<file path="src/rtl/dual_os_timer.sv">
module dual_os_timer #(
  parameter int DW = 32,
  parameter int AW = 8,
  parameter int TB_W = 64
) (
  input  logic          clk,
  input  logic          rst_n,
  input  logic          wr_en,
  input  logic          rd_en,
  input  logic [AW-1:0] addr,
  input  logic [DW-1:0] wdata,
  output logic [DW-1:0] rdata,
  output logic          irq
);
  localparam logic [AW-1:0] A_DIV  = 'h00, A_CLR = 'h08, A_FLAG = 'h0C, A_MASK = 'h10,
                            A_CMP  = 'h14, A_EV  = 'h18, A_TBL  = 'h20, A_TBH  = 'h24,
                            A_RUNS = 'h34, A_RUNC = 'h38;

  logic [3:0]      div_sel;
  logic [1:0]      run;
  logic            flag, mask;
  logic [DW-1:0]   cmp, ev_cnt;
  logic [TB_W-1:0] tb_cnt;
  logic [DW-1:0]   hi_buf;
  logic [3:0]      pcnt [2];
  logic [1:0]      tick, clr;

  wire wr_div  = wr_en && addr == A_DIV;
  wire wr_flag = wr_en && addr == A_FLAG;
  wire wr_mask = wr_en && addr == A_MASK;
  wire wr_cmp  = wr_en && addr == A_CMP;
  wire wr_runs = wr_en && addr == A_RUNS;
  wire wr_runc = wr_en && addr == A_RUNC;
  assign clr   = (wr_en && addr == A_CLR) ? wdata[1:0] : 2'b00;

  function automatic logic [3:0] div_lim(input logic [1:0] code);
    return (code == 2'd0) ? 4'd0 : (code == 2'd1) ? 4'd3 : 4'd15;
  endfunction

  for (genvar i = 0; i < 2; i++) begin : g_pre
    assign tick[i] = run[i] && pcnt[i] == div_lim(div_sel[2*i +: 2]);
    always_ff @(posedge clk or negedge rst_n)
      if (!rst_n)                        pcnt[i] <= '0;
      else if (!run[i] || clr[i] || tick[i]) pcnt[i] <= '0;
      else                               pcnt[i] <= pcnt[i] + 4'd1;
  end

  wire ev_step  = run[0] && tick[0] && !clr[0] && ev_cnt != cmp;
  wire ev_match = ev_step && (ev_cnt + 1'b1) == cmp;

  always_ff @(posedge clk or negedge rst_n)
    if (!rst_n) begin
      div_sel <= '0;
      run     <= '0;
      mask    <= 1'b0;
      cmp     <= '0;
      flag    <= 1'b0;
    end else begin
      if (wr_div)  div_sel <= wdata[3:0];
      if (wr_mask) mask    <= wdata[0];
      if (wr_cmp)  cmp     <= wdata;
      run <= (run | (wr_runs ? wdata[1:0] : 2'b00)) & ~(wr_runc ? wdata[1:0] : 2'b00);
      if (ev_match)                   flag <= 1'b1;
      else if (wr_flag && !wdata[0])  flag <= 1'b0;
    end

  always_ff @(posedge clk or negedge rst_n)
    if (!rst_n)       ev_cnt <= '0;
    else if (clr[0])  ev_cnt <= '0;
    else if (ev_step) ev_cnt <= ev_cnt + 1'b1;

  always_ff @(posedge clk or negedge rst_n)
    if (!rst_n)                   tb_cnt <= '0;
    else if (clr[1])              tb_cnt <= '0;
    else if (run[1] && tick[1])   tb_cnt <= tb_cnt + 1'b1;

  always_ff @(posedge clk or negedge rst_n)
    if (!rst_n) begin
      rdata  <= '0;
      hi_buf <= '0;
    end else if (rd_en) begin
      case (addr)
        A_DIV:          rdata <= DW'(div_sel);
        A_FLAG:         rdata <= DW'(flag);
        A_MASK:         rdata <= DW'(mask);
        A_CMP:          rdata <= cmp;
        A_EV:           rdata <= ev_cnt;
        A_TBL: begin
          rdata  <= tb_cnt[DW-1:0];
          hi_buf <= tb_cnt[TB_W-1:DW];
        end
        A_TBH:          rdata <= hi_buf;
        A_RUNS, A_RUNC: rdata <= DW'(run);
        default:        rdata <= '0;
      endcase
    end

  assign irq = flag & ~mask;
endmodule

</file>
<file path="config.mk">
export PLATFORM = sky130hd
export DESIGN_NAME = dual_os_timer
export DESIGN_NICKNAME = d
export VERILOG_FILES = /design/src/rtl/dual_os_timer.sv
export SDC_FILE = /design/constraint.sdc
export NUM_CORES = 1
export LEC_CHECK = 0
export BUFFER_PORTS_ARGS = -buffer_cell sky130_fd_sc_hd__buf_2
export CAP_MARGIN = 20
export CORE_ASPECT_RATIO = 0.8
export CORE_MARGIN = 2
export CORE_UTILIZATION = 35
export DETAILED_ROUTE_END_ITERATION = 7
export MAX_ROUTING_LAYER = met4
export PLACE_DENSITY = 0.54
export SYNTH_ARGS = -nofsm -noshare
export SYNTH_HDL_FRONTEND = slang
export SYNTH_SLANG_ARGS = --single-unit
</file>
<file path="constraint.sdc">
create_clock -name clk -period 2.15 [get_ports clk]
set_input_delay 0.43 -clock clk [delete_from_list [all_inputs] [get_ports clk]]
set_output_delay 0.43 -clock clk [all_outputs]
set_load 0.02 [all_outputs]
</file>
---- Word level (Yosys, flattened, before mapping) ----
Index checks and enable logic that the tools add are counted.
cells by class
  reduce and logical (&&, ||, !) cells .... 31
  add/sub/neg operators ................... 4
  multiply operators ...................... 0
  shift-type cells ........................ 0
  bitwise operators ....................... 5
  multiplexer cells ....................... 16
  divide/modulo/power cells ............... 0
  equal/unequal tests ..................... 15
  magnitude comparators ................... 0
operators by type and width
  kind                                                                   number
  32-bit case mux with 8 select lines                                    1
  64-bit 2-to-1 mux                                                      2
  64-bit by 1-bit adder with 64-bit output, second input constant        1
  32-bit 2-to-1 mux                                                      2
  32-bit by 1-bit adder with 32-bit output, second input constant        1
  32-bit equality test                                                   1
  8-bit by 6-bit equality test with 1-bit output, second input constant  4
  32-bit inequality test                                                 1
  8-bit by 5-bit equality test with 1-bit output, second input constant  3
  4-bit 2-to-1 mux                                                       6
  8-bit by 4-bit equality test with 1-bit output, second input constant  2
  1-bit logical AND                                                      15
  4-bit by 1-bit adder with 4-bit output, second input constant          2
  4-bit equality test                                                    2
  8-bit zero test                                                        1
  2-bit 2-to-1 mux                                                       3
  2-bit nonzero test                                                     3
  2-bit by 1-bit equality test with 1-bit output, second input constant  2
  1-bit zero test                                                        4
  2-bit zero test                                                        2
  1-bit logical OR                                                       4
  2-bit bitwise AND                                                      1
  1-bit 2-to-1 mux                                                       2
  2-bit inverter                                                         1
  5 further kinds                                                        5
storage, ports and cells
  bits in writable memories ............... 0
  latch bits .............................. 0
  flip-flop bits (word level) ............. 208
  output and inout port bits .............. 33
  memories ................................ 0
  word-level logic and storage cells ...... 82
  ROM bits ................................ 0

---- Logic depth before layout (Yosys ltp) ----
Gate-level depths: netlist (run 1).
  depth after elaboration ................. 10
  depth in mapped cells ................... 9
  mapped depth without buffers ............ 8

---- Worst setup path before layout (run 1) ----
No wires, ideal clock.
  path type ............................... reg2reg
  start point ............................. register tb_cnt[4]
  end point ............................... register tb_cnt[35]
  slack ................................... -55 ps
  data arrival time ....................... 2,127 ps
  required time ........................... 2,073 ps
  period minus slack after synthesis ...... 2,205 ps
  stages on the path, launching flop included .. 8
  cells stage by stage .................... dfrtp_1 and4_4 nand4_4 or3_1 buf_6 a2111o_1 or3_1 a21oi_1
on the way
  longest elaborated chain between the ends .. 3
ends and longest elaborated chain
  item                                      line  text
  start, declared                           23    logic [TB_W-1:0] tb_cnt;
  start signal, assigned                    75    else if (run[1] && tick[1]) tb_cnt <= tb_cnt + 1'b1;
  64-bit by 1-bit adder with 64-bit output  75
  64-bit 2-to-1 mux                         75
  64-bit 2-to-1 mux                         74    else if (clr[1]) tb_cnt <= '0;
Every way passes these cells. The select of a mux whose other input is x is not followed.
A chain may end at the register's enable or synchronous reset.

---- Worst setup path after layout (run 1) ----
  start point ............................. register ev_cnt[1]
  end point ............................... register flag
on the way
  longest elaborated chain between the ends .. 4
ends and longest elaborated chain
  item                                                                                       line    text
  start, declared                                                                            22      logic [DW-1:0] cmp, ev_cnt;
  start signal, assigned                                                                     70      else if (ev_step) ev_cnt <= ev_cnt + 1'b1;
  32-bit by 1-bit adder with 32-bit output / 32-bit inequality test (equally long branches)  49, 48
  32-bit equality test / 1-bit logical AND (equally long branches)                           49, 48
  1-bit logical AND (*)                                                                      49      wire ev_match = ev_step && (ev_cnt + 1'b1) == cmp;
  1-bit 2-to-1 mux / 2-bit nonzero test (equally long branches)                              --
  end signal, assigned                                                                       57      flag <= 1'b0;
  end signal, assigned                                                                       63      if (ev_match) flag <= 1'b1;
  end signal, assigned                                                                       64      else if (wr_flag && !wdata[0]) flag <= 1'b0;
  end, declared                                                                              21      logic flag, mask;
Every way passes the cells marked *; elsewhere a longest branch is shown, timed or not.

==> metrics, run 1 <==
detailed placement HPWL=26.15 mm; placed cells=1753; Clock Tree Buf Depth=3; CTS sink count=208; Non-Filler Instances=1841; slowest stage cell on the critical path=dfrtp_1; Mapped Cells=1087; Initial Utilization=35.24%; mapped cell area=0.01100 sq mm; Sw Ratio=34.98%; total CTS buffers=25; Synth Area per Inst=10.12 sq um; main area contributors after synthesis=dfrtp_1 47%, mux2_2 6.9%, xor2_1 5.7%, nor2_1 5.4%, xnor2_1 5.1%; Worst setup EP type=register; Crit path required time=2.58 ns; post-DR vias/cell=5.362; Final Max Tran Viols=0; fraction of layout cells with a size suffix above 1=41.62%; IO Count=77; vias in the first global route=9398; initial antenna violation count=1; critical path launch point type=register; Max Fclk=432.7 MHz; grt total ovfl=0; Max-Cap Viols=0; flops & latches, synth=208; Final WS setup=-0.1612 ns; VDD IR-drop max=566.3 uV; Routability Congestion=0.9555; Layout Skew=0.009146 ns; Clock power frac=28.2%; root buffer cell=clkbuf_16; antenna-violating nets left=0; DR WL/cell=19.84 um; core area=0.03120 sq mm; Combinational Power Share=40.7%; CTS tree=done; Pleak=6.734 nW; flop2flop setup slack=-0.16 ns; num rows=58; async set-reset flop share out of synthesis=100.0%; total wire length=36.52 mm; worst relative slew slack=57.61%; area grow syn2layout=42.95%; Reg clk slew, reported paths=0.06 ns; Distinct cells, synth=76; Worst path max stage delay=0.41 ns; Synth top area share=47.33%; clock latency on the worst-skew pair=0.53 ns; Final setup viols=54; commonest register cell after synthesis=dfrtp_1; Die Y=162.5 um; Bufs and invs on worst path=1; first-pass GRT wire length=55.15 mm; drt drc=0; H-tree Lvls=1; Yosys Warn Count=0; top cells by count, synth=208 x dfrtp_1, 159 x nor2_1, 72 x xor2_1, 67 x mux2_2, 64 x xnor2_1; port buffer count=76; EDFF count, synth=0; net count after synthesis=1135; RSZ-0062 raised after global routing=yes; worst-path maximum fanout=4; Final Hold Vio Count=0; Starting DRT DRC Count=951; Total GRT Usage=22.37%; Synth area leader=dfrtp_1; internal power=0.01019 W; Final Critical Period=2.311 ns; Worst Tran Pin Value=0.6358 ns; PwrDens=997.2 mW/mm^2; fillers=2877; Crit Path Class=register to register; most common cell in the synthesized netlist=dfrtp_1; largest net degree at the start of global routing=65; via count=9871; register area share after synthesis=47.33%; Die X=202.2 um; failing checks=setup timing; outcome=finished with violations; total power draw=0.01568 W; Worst Hold Class=input pin to register; die area=0.03286 sq mm; Net Switching=0.005484 W; critical path's top delay family=simple AND/OR/NAND/NOR gates; final worst path period share=107.5%; WP data arrival=2.75 ns; DR pass1 iterations=5; CP Cell Sequence=ha_2 > and4_4 > nand4_1 > nor4_1 > mux2i_1 > nor4_1 > buf_4 > nand4_1 > o31ai_1; Final Net Count=1450; Reg power frac=31.0%
==> metal layers <==
metal | GRT usage [%] | vias to the layer above | wire [um]
met5 | - | - | 0
met4 | 6.934 | 0 | 1247
met3 | 3.381 | 79 | 2030
li1 | - | 4582 | -
met2 | 32.77 | 312 | 16220
met1 | 31.94 | 4898 | 17030
==> worst paths after layout <==
check	start	to	cells past startpoint
max	ev_cnt[1]$_DFFE_PN0P_	flag$_DFFE_PN0P_	9
min	wdata[22]	cmp[22]$_DFFE_PN0P_	2
max reg2reg	ev_cnt[1]$_DFFE_PN0P_	flag$_DFFE_PN0P_	9
min reg2reg	hi_buf[3]$_DFFE_PN0P_	hi_buf[3]$_DFFE_PN0P_	1
max in group asynchronous	rst_n	hi_buf[20]$_DFFE_PN0P_	3
min in group asynchronous	rst_n	pcnt[6]$_DFF_PN0_	2
==> area by class of cell <==
class	count	area [sq um]	share of cell area, %
antenna	1	2.502	0.01592
inverter	15	56.30	0.3582
sequential	208	5210	33.14
clock inverter	14	180.2	1.146
clock buffer	31	668.1	4.250
tap	420	525.5	3.343
multi-input combinational	802	6295	40.04
timing repair buffer	350	2783	17.70
==> cells by family (layout without fill, tap and decap cells) <==
family / count (synthesis) / in the layout / share of synthesized area (%)
flip-flops: 208 / 208 / 47.33
multiplexers: 70 / 70 / 7.134
other: 0 / 1 / 0
XOR/XNOR: 136 / 136 / 10.83
AO/OA/AOI/OAI: 171 / 171 / 10.88
AND/OR/NAND/NOR: 421 / 421 / 20.29
buffers and inverters: 77 / 410 / 3.083
adder cells (fa/ha/maj): 4 / 4 / 0.4551
==> power by group through the flow <==
stage,clock network (W),registers [W],logic [W]
after global placement,0,0.00488,0.00512
final,0.00442,0.00486,0.00639
after global routing,0.00464,0.00493,0.00684
after floorplan,0,0.00490,0.00252
after CTS,0.00448,0.00484,0.00571
after detailed placement,0,0.00489,0.00513
==> stage by stage <==
| stage | utilization, % | setup TNS [ns] | worst slack, ns | instance area, sq um | hold slack [ns] |
|---|---|---|---|---|---|
| final | 50.38 | -2.825 | -0.1612 | 15720 | 0.1354 |
| after global routing | 50.38 | -10.35 | -0.3534 | 15720 | 0.1287 |
| after CTS | 47.96 | -0.7054 | -0.07588 | 14970 | 0.1200 |
| after detailed placement | 43.51 | -4.228 | -0.2200 | 13580 | 0.3853 |
| after global placement | 43.51 | -3.517 | -0.2480 | 13580 | 0.3809 |
| after floorplan | - | 0 | 0.002719 | 11000 | 0.1344 |
==> placed cells by master (no fill, tap or decap), drive strengths merged, types with 15 or more instances in the layout <==
cell and count:
a31oi 39, a21oi 20, nand4 44, clkbuf 33, and3 17, nor2 160
buf 347, nand2 52, mux2 67, nand3 52, a22oi 59, and4 21
inv 16, nor4 15, xnor2 64, o21ai 17, nor3 17, xor2 72
dfrtp 208
==> registers in the layout, summed over array words and instances, names as in the netlist, 2 cells and up <==
name and flops:
pcnt 8, tb_cnt 64, ev_cnt 32, rdata 32, run 2, hi_buf 32, div_sel 4, cmp 32
==> timing repair <==
item / 4_1_cts / 5_1_grt
setup buffers: 18 / 23
pin swaps: 36 / 81
endpoints found under the hold margin: 47 / 0
resized for setup: 67 / 105
hold buffers: 1 / 0
endpoints found under the setup margin: 61 / 85
cloned: 1 / 2
No activity file was read; power rests on OpenSTA's default activity.
==> run 2: changes to the inputs <==
--- a/config.mk
+++ b/config.mk
@@ -9,10 +9,10 @@
 export CAP_MARGIN = 20
 export CORE_ASPECT_RATIO = 0.8
 export CORE_MARGIN = 2
-export CORE_UTILIZATION = 35
+export CORE_UTILIZATION = 55
 export DETAILED_ROUTE_END_ITERATION = 7
 export MAX_ROUTING_LAYER = met4
-export PLACE_DENSITY = 0.54
+export PLACE_DENSITY = 0.78
 export SYNTH_ARGS = -nofsm -noshare
 export SYNTH_HDL_FRONTEND = slang
 export SYNTH_SLANG_ARGS = --single-unit
==> run 2 against run 1 <==
Effect of this change:
- die area down 36%
- final area down 6.9%
- clock power hardly changed
- highest routed layer unchanged
- sequential share of layout area increased by 2.4 points
- global-route usage increased by 11 points
- via count is 3.3% higher
- register-to-register slack gained 0.05 ns
- critical endpoint unchanged
- worst hold slack improved by 0.014 ns
- the flow still finishes with violations (setup timing)
- maximum frequency grew 2.4%
- final cell count is 11% lower
- critical path depth shrank 1
==> metrics, run 2 (synthesis results as in run 1) <==
outcome=finished with violations; failing checks=setup timing; Endpoint, Worst Hold=cmp[27]$_DFFE_PN0P_; CTS tree=done; Pleak=6.316 nW; VDD IR-drop max=794.8 uV; reg2reg path depth=8; Initial Utilization=55.70%; most used cell, CP=nand4_1; critical path launch point type=register; DR pass1 iterations=7; Crit path required time=2.57 ns; initial antenna violation count=0; Worst Tran Pin Value=0.6139 ns; Hold Slack=0.1493 ns; HP Start=wdata[27]; fraction of layout cells with a size suffix above 1=36.36%; PwrDens=1013 mW/mm^2; final core utilization=74.15%; Worst Hold Class=input pin to register; flop2flop setup slack=-0.11 ns; area grow syn2layout=33.12%; Most flops, register=tb_cnt; Crit Path Class=register to register; worst relative slew slack=59.07%; Clock Tree Buf Depth=3; reg-to-reg critical path startpoint=ev_cnt[19]$_DFFE_PN0P_; grt total ovfl=0; slowest stage cell on the critical path=dfrtp_2; CTS sink count=208; root buffer cell=clkbuf_16; Die Y=130.5 um; largest net degree at the start of global routing=65; Total GRT Usage=33.08%; fillers=1303; H-tree Lvls=1; Final Critical Period=2.258 ns; Max-Cap Viols=0; total wire length=35.28 mm; most common cell after layout, fill and taps aside=dfrtp_1; Die X=162.1 um; final worst path period share=105.0%; Final WS setup=-0.1080 ns; Starting DRT DRC Count=1157; total power draw=0.01483 W; Multi-input gate area=0.005927 sq mm; r2r endpoint=flag$_DFFE_PN0P_; DR WL/cell=21.63 um; total CTS buffers=22; drt drc=0; CP Cell Sequence=nand4_1 > buf_4 > nor2_1 > nor4b_4 > xnor2_1 > nor4_1 > nand4_1 > o31ai_1; Final Max Tran Viols=0; Reg clk slew, reported paths=0.06 ns; number of flip-flops in the largest register=64; die area=0.02115 sq mm; antenna-violating nets left=0; Layout Skew=0.02059 ns; Routability Congestion=1.019; FF/Latch Area=0.005207 sq mm; Final setup viols=36; Final Hold Vio Count=0; Final Net Count=1401; core area=0.01974 sq mm; Worst setup EP type=register; critical path launch point=ev_cnt[19]$_DFFE_PN0P_; RSZ-0062 raised after global routing=yes; Max Fclk=442.9 MHz; vias in the first global route=9731; commonest non-fill, non-tap cells in the layout=206 x dfrtp_1, 202 x buf_4, 153 x nor2_1, 75 x buf_2, 71 x xor2_1; IO Count=77; detailed placement HPWL=24.25 mm; via count=10200; Worst path max stage delay=0.45 ns; post-DR vias/cell=6.253; hold-critical path depth=2; WP data arrival=2.68 ns; num rows=46; worst-path maximum fanout=6; first-pass GRT wire length=52.75 mm; clock latency on the worst-skew pair=0.53 ns; port buffer count=76; Ant. Diodes=0
-- run 2: cell count changes in the layout (fill, tap and decap cells not counted), moves of 5 or more --
cell,previous run,this run
buf_4,231,202
nand3_1,24,37
xnor2_1,38,49
buf_6,24,15
nand2_1,41,49
nand3_4,9,2
nand2_2,7,1
nand3_2,19,13
xnor2_4,8,2
a21oi_2,6,1
buf_12,15,10
clkbuf_16,27,22
clkinv_2,7,2
xnor2_2,18,13
-- run 2: worst max path at each step --
| stage | to | slack (ns) | cells past startpoint |
|---|---|---|---|
| finish | flag$_DFFE_PN0P_ | -0.11 | 8 |
| detailed placement | tb_cnt[15]$_DFFE_PN0P_ | -0.18 | 9 |
| CTS | tb_cnt[35]$_DFFE_PN0P_ | -0.08 | 6 |
| global placement | tb_cnt[15]$_DFFE_PN0P_ | -0.20 | 9 |
| floorplan | tb_cnt[60]$_DFFE_PN0P_ | 0.003 | 8 |
| global route | flag$_DFFE_PN0P_ | -0.27 | 8 |
-- run 2: metal layers --
metal	routed length [um]	vias up	track usage, %	share of wire (%)
met5	0	-	-	0
met2	16120	561	50.46	46
li1	-	4465	-	-
met1	14580	5026	45.43	41
met3	3155	146	5.619	8.9
met4	1421	0	11.19	4.0
-- run 2: power by group --
part,leakage (nW),internal (W),switching (W)
registers,2.48,0.00440,0.000549
logic,3.42,0.00256,0.00292
clock network,0.409,0.00277,0.00164
-- run 2: repair_timing --
action	in CTS	in global routing
hold endpoints to repair	51	0
gates resized for setup	31	65
pin swaps	16	40
hold buffers	1	0
setup buffers	12	14
endpoints found under the setup margin	49	78
-- run 2: area by class of cell --
class | instances | area share (%)
Tap cell | 264 | 2.256
Clock buffer | 29 | 4.282
Timing Repair Buffer | 304 | 15.61
Clock inverter | 9 | 1.410
Multi-Input combinational cell | 802 | 40.49
Inverter | 15 | 0.3846
Sequential cell | 208 | 35.57
-- run 2: worst max-delay path: cells and delay by family, from the launching register on --
kind,cells,cell delay (ns)
buf+inv,1,0.20
xor+xnor,1,0.12
simple gates,5,1.17
flops,1,0.45
compound gates,1,0.22
-- run 2: metrics by stage --
step                instance area, sq um  TNS (ns)  instances  setup slack (ns)
finish                             14640    -1.412       1631           -0.1080
global placement                   13090   -0.8809       1566           -0.2006
floorplan                          11000         0       1087          0.002719
global route                       14640    -6.048       1631           -0.2699
detailed placement                 13090    -1.877       1566           -0.1797
CTS                                14180   -0.2943       1617          -0.07518
==> run 3: changes to the inputs <==
--- a/config.mk
+++ b/config.mk
@@ -12,7 +12,7 @@
 export CORE_UTILIZATION = 55
 export DETAILED_ROUTE_END_ITERATION = 7
 export MAX_ROUTING_LAYER = met4
-export PLACE_DENSITY = 0.78
+export PLACE_DENSITY = 0.74
 export SYNTH_ARGS = -nofsm -noshare
 export SYNTH_HDL_FRONTEND = slang
 export SYNTH_SLANG_ARGS = --single-unit
==> run 3 against run 2 <==
Effect of this change:
- the run still ends with setup timing left
- combinational power is 2% higher
- flip-flop and latch count stayed put
- register-to-register slack worse by 0.14 ns
- setup slack worse by 0.14 ns
- first-iteration DRC count is 4.6% lower
- largest cell class unchanged
- largest power group unchanged
==> metrics, run 3 (synthesis results as in run 1) <==
fraction of layout cells with a size suffix above 1=38.36%; Final Critical Period=2.398 ns; DR WL/cell=21.73 um; outcome=finished with violations; RSZ-0062 raised after global routing=yes; slowest stage cell on the critical path=or3_4; Die Y=130.5 um; most common cell after layout, fill and taps aside=buf_4; drt drc=0; Layout Skew=0.01624 ns; total wire length=36.01 mm; CP Cell Sequence=or3_4 > a21oi_2 > o21ai_2 > buf_12 > buf_12 > nor4_4 > buf_4 > clkbuf_16 > nand3_2 > xor2_1 > nor2_1; detailed placement HPWL=25.30 mm; Total GRT Usage=34.13%; VDD IR-drop max=930.3 uV; vias in the first global route=9562; Crit path required time=2.55 ns; root buffer cell=clkbuf_16; first-pass GRT wire length=54.11 mm; total CTS buffers=22; Clock Tree Buf Depth=3; CTS sink count=208; Final Max Tran Viols=0; critical path launch point=pcnt[3]$_DFF_PN0_; Most flops, register=tb_cnt; H-tree Lvls=1; Worst Hold Class=input pin to register; Initial Utilization=55.70%; number of flip-flops in the largest register=64; Final setup viols=40; failing checks=setup timing; total power draw=0.01462 W; Multi-input gate area=0.005932 sq mm; Final WS setup=-0.2480 ns; FF/Latch Area=0.005207 sq mm; Max-Cap Viols=0; most used cell, CP=buf_12; area grow syn2layout=35.35%; Non-Filler Instances=1657; Worst setup EP type=register; Worst Tran Pin Value=0.6258 ns; Final Hold Vio Count=0; IO Count=77; PwrDens=982.5 mW/mm^2; DR pass1 iterations=6; port buffer count=76; CTS tree=done; Routability Congestion=1.038; core area=0.01974 sq mm; commonest non-fill, non-tap cells in the layout=224 x buf_4, 206 x dfrtp_1, 151 x nor2_1, 75 x buf_2, 71 x xor2_1; clock latency on the worst-skew pair=0.53 ns; Die X=162.1 um; die area=0.02115 sq mm; HP Start=wdata[10]; Final Net Count=1427; final worst path period share=111.5%; Starting DRT DRC Count=1104; critical path launch point type=register; grt total ovfl=0; initial antenna violation count=1; Post-Place Worst Slack=-0.4096 ns; placed cells=1581; via count=10140; Worst path max stage delay=0.39 ns; Reg clk slew, reported paths=0.07 ns; Hold Slack=0.1364 ns; Crit Path Class=register to register; fillers=1336; antenna-violating nets left=0; Max Fclk=417.0 MHz; worst-path maximum fanout=4; setup TNS=-3.955 ns; Pleak=6.452 nW; worst relative slew slack=58.28%; WP data arrival=2.80 ns; post-DR vias/cell=6.121; reg-to-reg critical path startpoint=pcnt[3]$_DFF_PN0_; largest net degree at the start of global routing=66; num rows=46
## run 3: cell types whose count changed in the layout (fill, tap and decap cells not counted), moves of 3 or more
cell | before | now
and4_2 | 2 | 5
and4_1 | 17 | 11
and4_4 | 2 | 5
bufinv_16 | 6 | 3
buf_4 | 202 | 224
buf_6 | 15 | 10
buf_12 | 10 | 17
a21oi_2 | 1 | 7
a21oi_1 | 17 | 13
## run 3: cell type report
class	instances	share of cell area [%]
Inverter	15	0.3783
Clock inverter	7	0.9331
Clock buffer	30	4.237
Tap cell	264	2.219
Timing Repair Buffer	330	17.38
Multi-Input combinational cell	802	39.85
Antenna cell	1	0.01681
Sequential cell	208	34.99
## run 3: report_power, final
group          internal [W]  switching (W)
combinational       0.00265        0.00295
sequential          0.00440       0.000537
clock               0.00242        0.00166
## run 3: metrics by stage
| stage | cell area, sq um | utilization, % |
|---|---|---|
| 2_1_floorplan | 11000 | - |
| 3_3_place_gp | 13270 | 67.23 |
| 3_5_place_dp | 13270 | 67.23 |
| 4_1_cts | 14380 | 72.86 |
| 5_1_grt | 14880 | 75.40 |
| 6_report | 14880 | 75.40 |
## run 3: final timing paths
kind / to / slack [ns] / depth (start not counted)
setup / recovery: tb_cnt[29]$_DFFE_PN0P_ / -0.25 / 11
hold / removal: cmp[10]$_DFFE_PN0P_ / 0.14 / 2
setup reg to reg: tb_cnt[29]$_DFFE_PN0P_ / -0.25 / 11
hold reg to reg: hi_buf[23]$_DFFE_PN0P_ / 0.51 / 1
max in group asynchronous: ev_cnt[15]$_DFFE_PN0P_ / 1.03 / 3
min in group asynchronous: pcnt[7]$_DFF_PN0_ / 0.48 / 2
## run 3: timing repair
item	in CTS	in global routing
setup buffers	22	13
hold buffers	1	0
setup endpoints to repair	62	85
resized for setup	31	72
pin swaps	21	57
gates cloned	1	1
hold endpoints to repair	57	0
## run 3: worst max-delay path, delay by kind of cell, from the launching register on
| family | cells | cell delay, ns |
|---|---|---|
| AOI/OAI and AO/OA | 2 | 0.27 |
| xor gates and xnor gates | 1 | 0.18 |
| buffers and inverters | 4 | 0.64 |
| DFF | 1 | 0.38 |
| and+or+nand+nor | 4 | 0.78 |
## run 3: per-layer routing
| layer | wire (um) | global-route usage [%] | part of all wire (%) |
|---|---|---|---|
| met1 | 15720 | 49.38 | 44 |
| met4 | 949 | 7.913 | 2.6 |
| met3 | 3272 | 6.061 | 9.1 |
| met2 | 16070 | 50.51 | 45 |
| met5 | 0 | - | 0 |
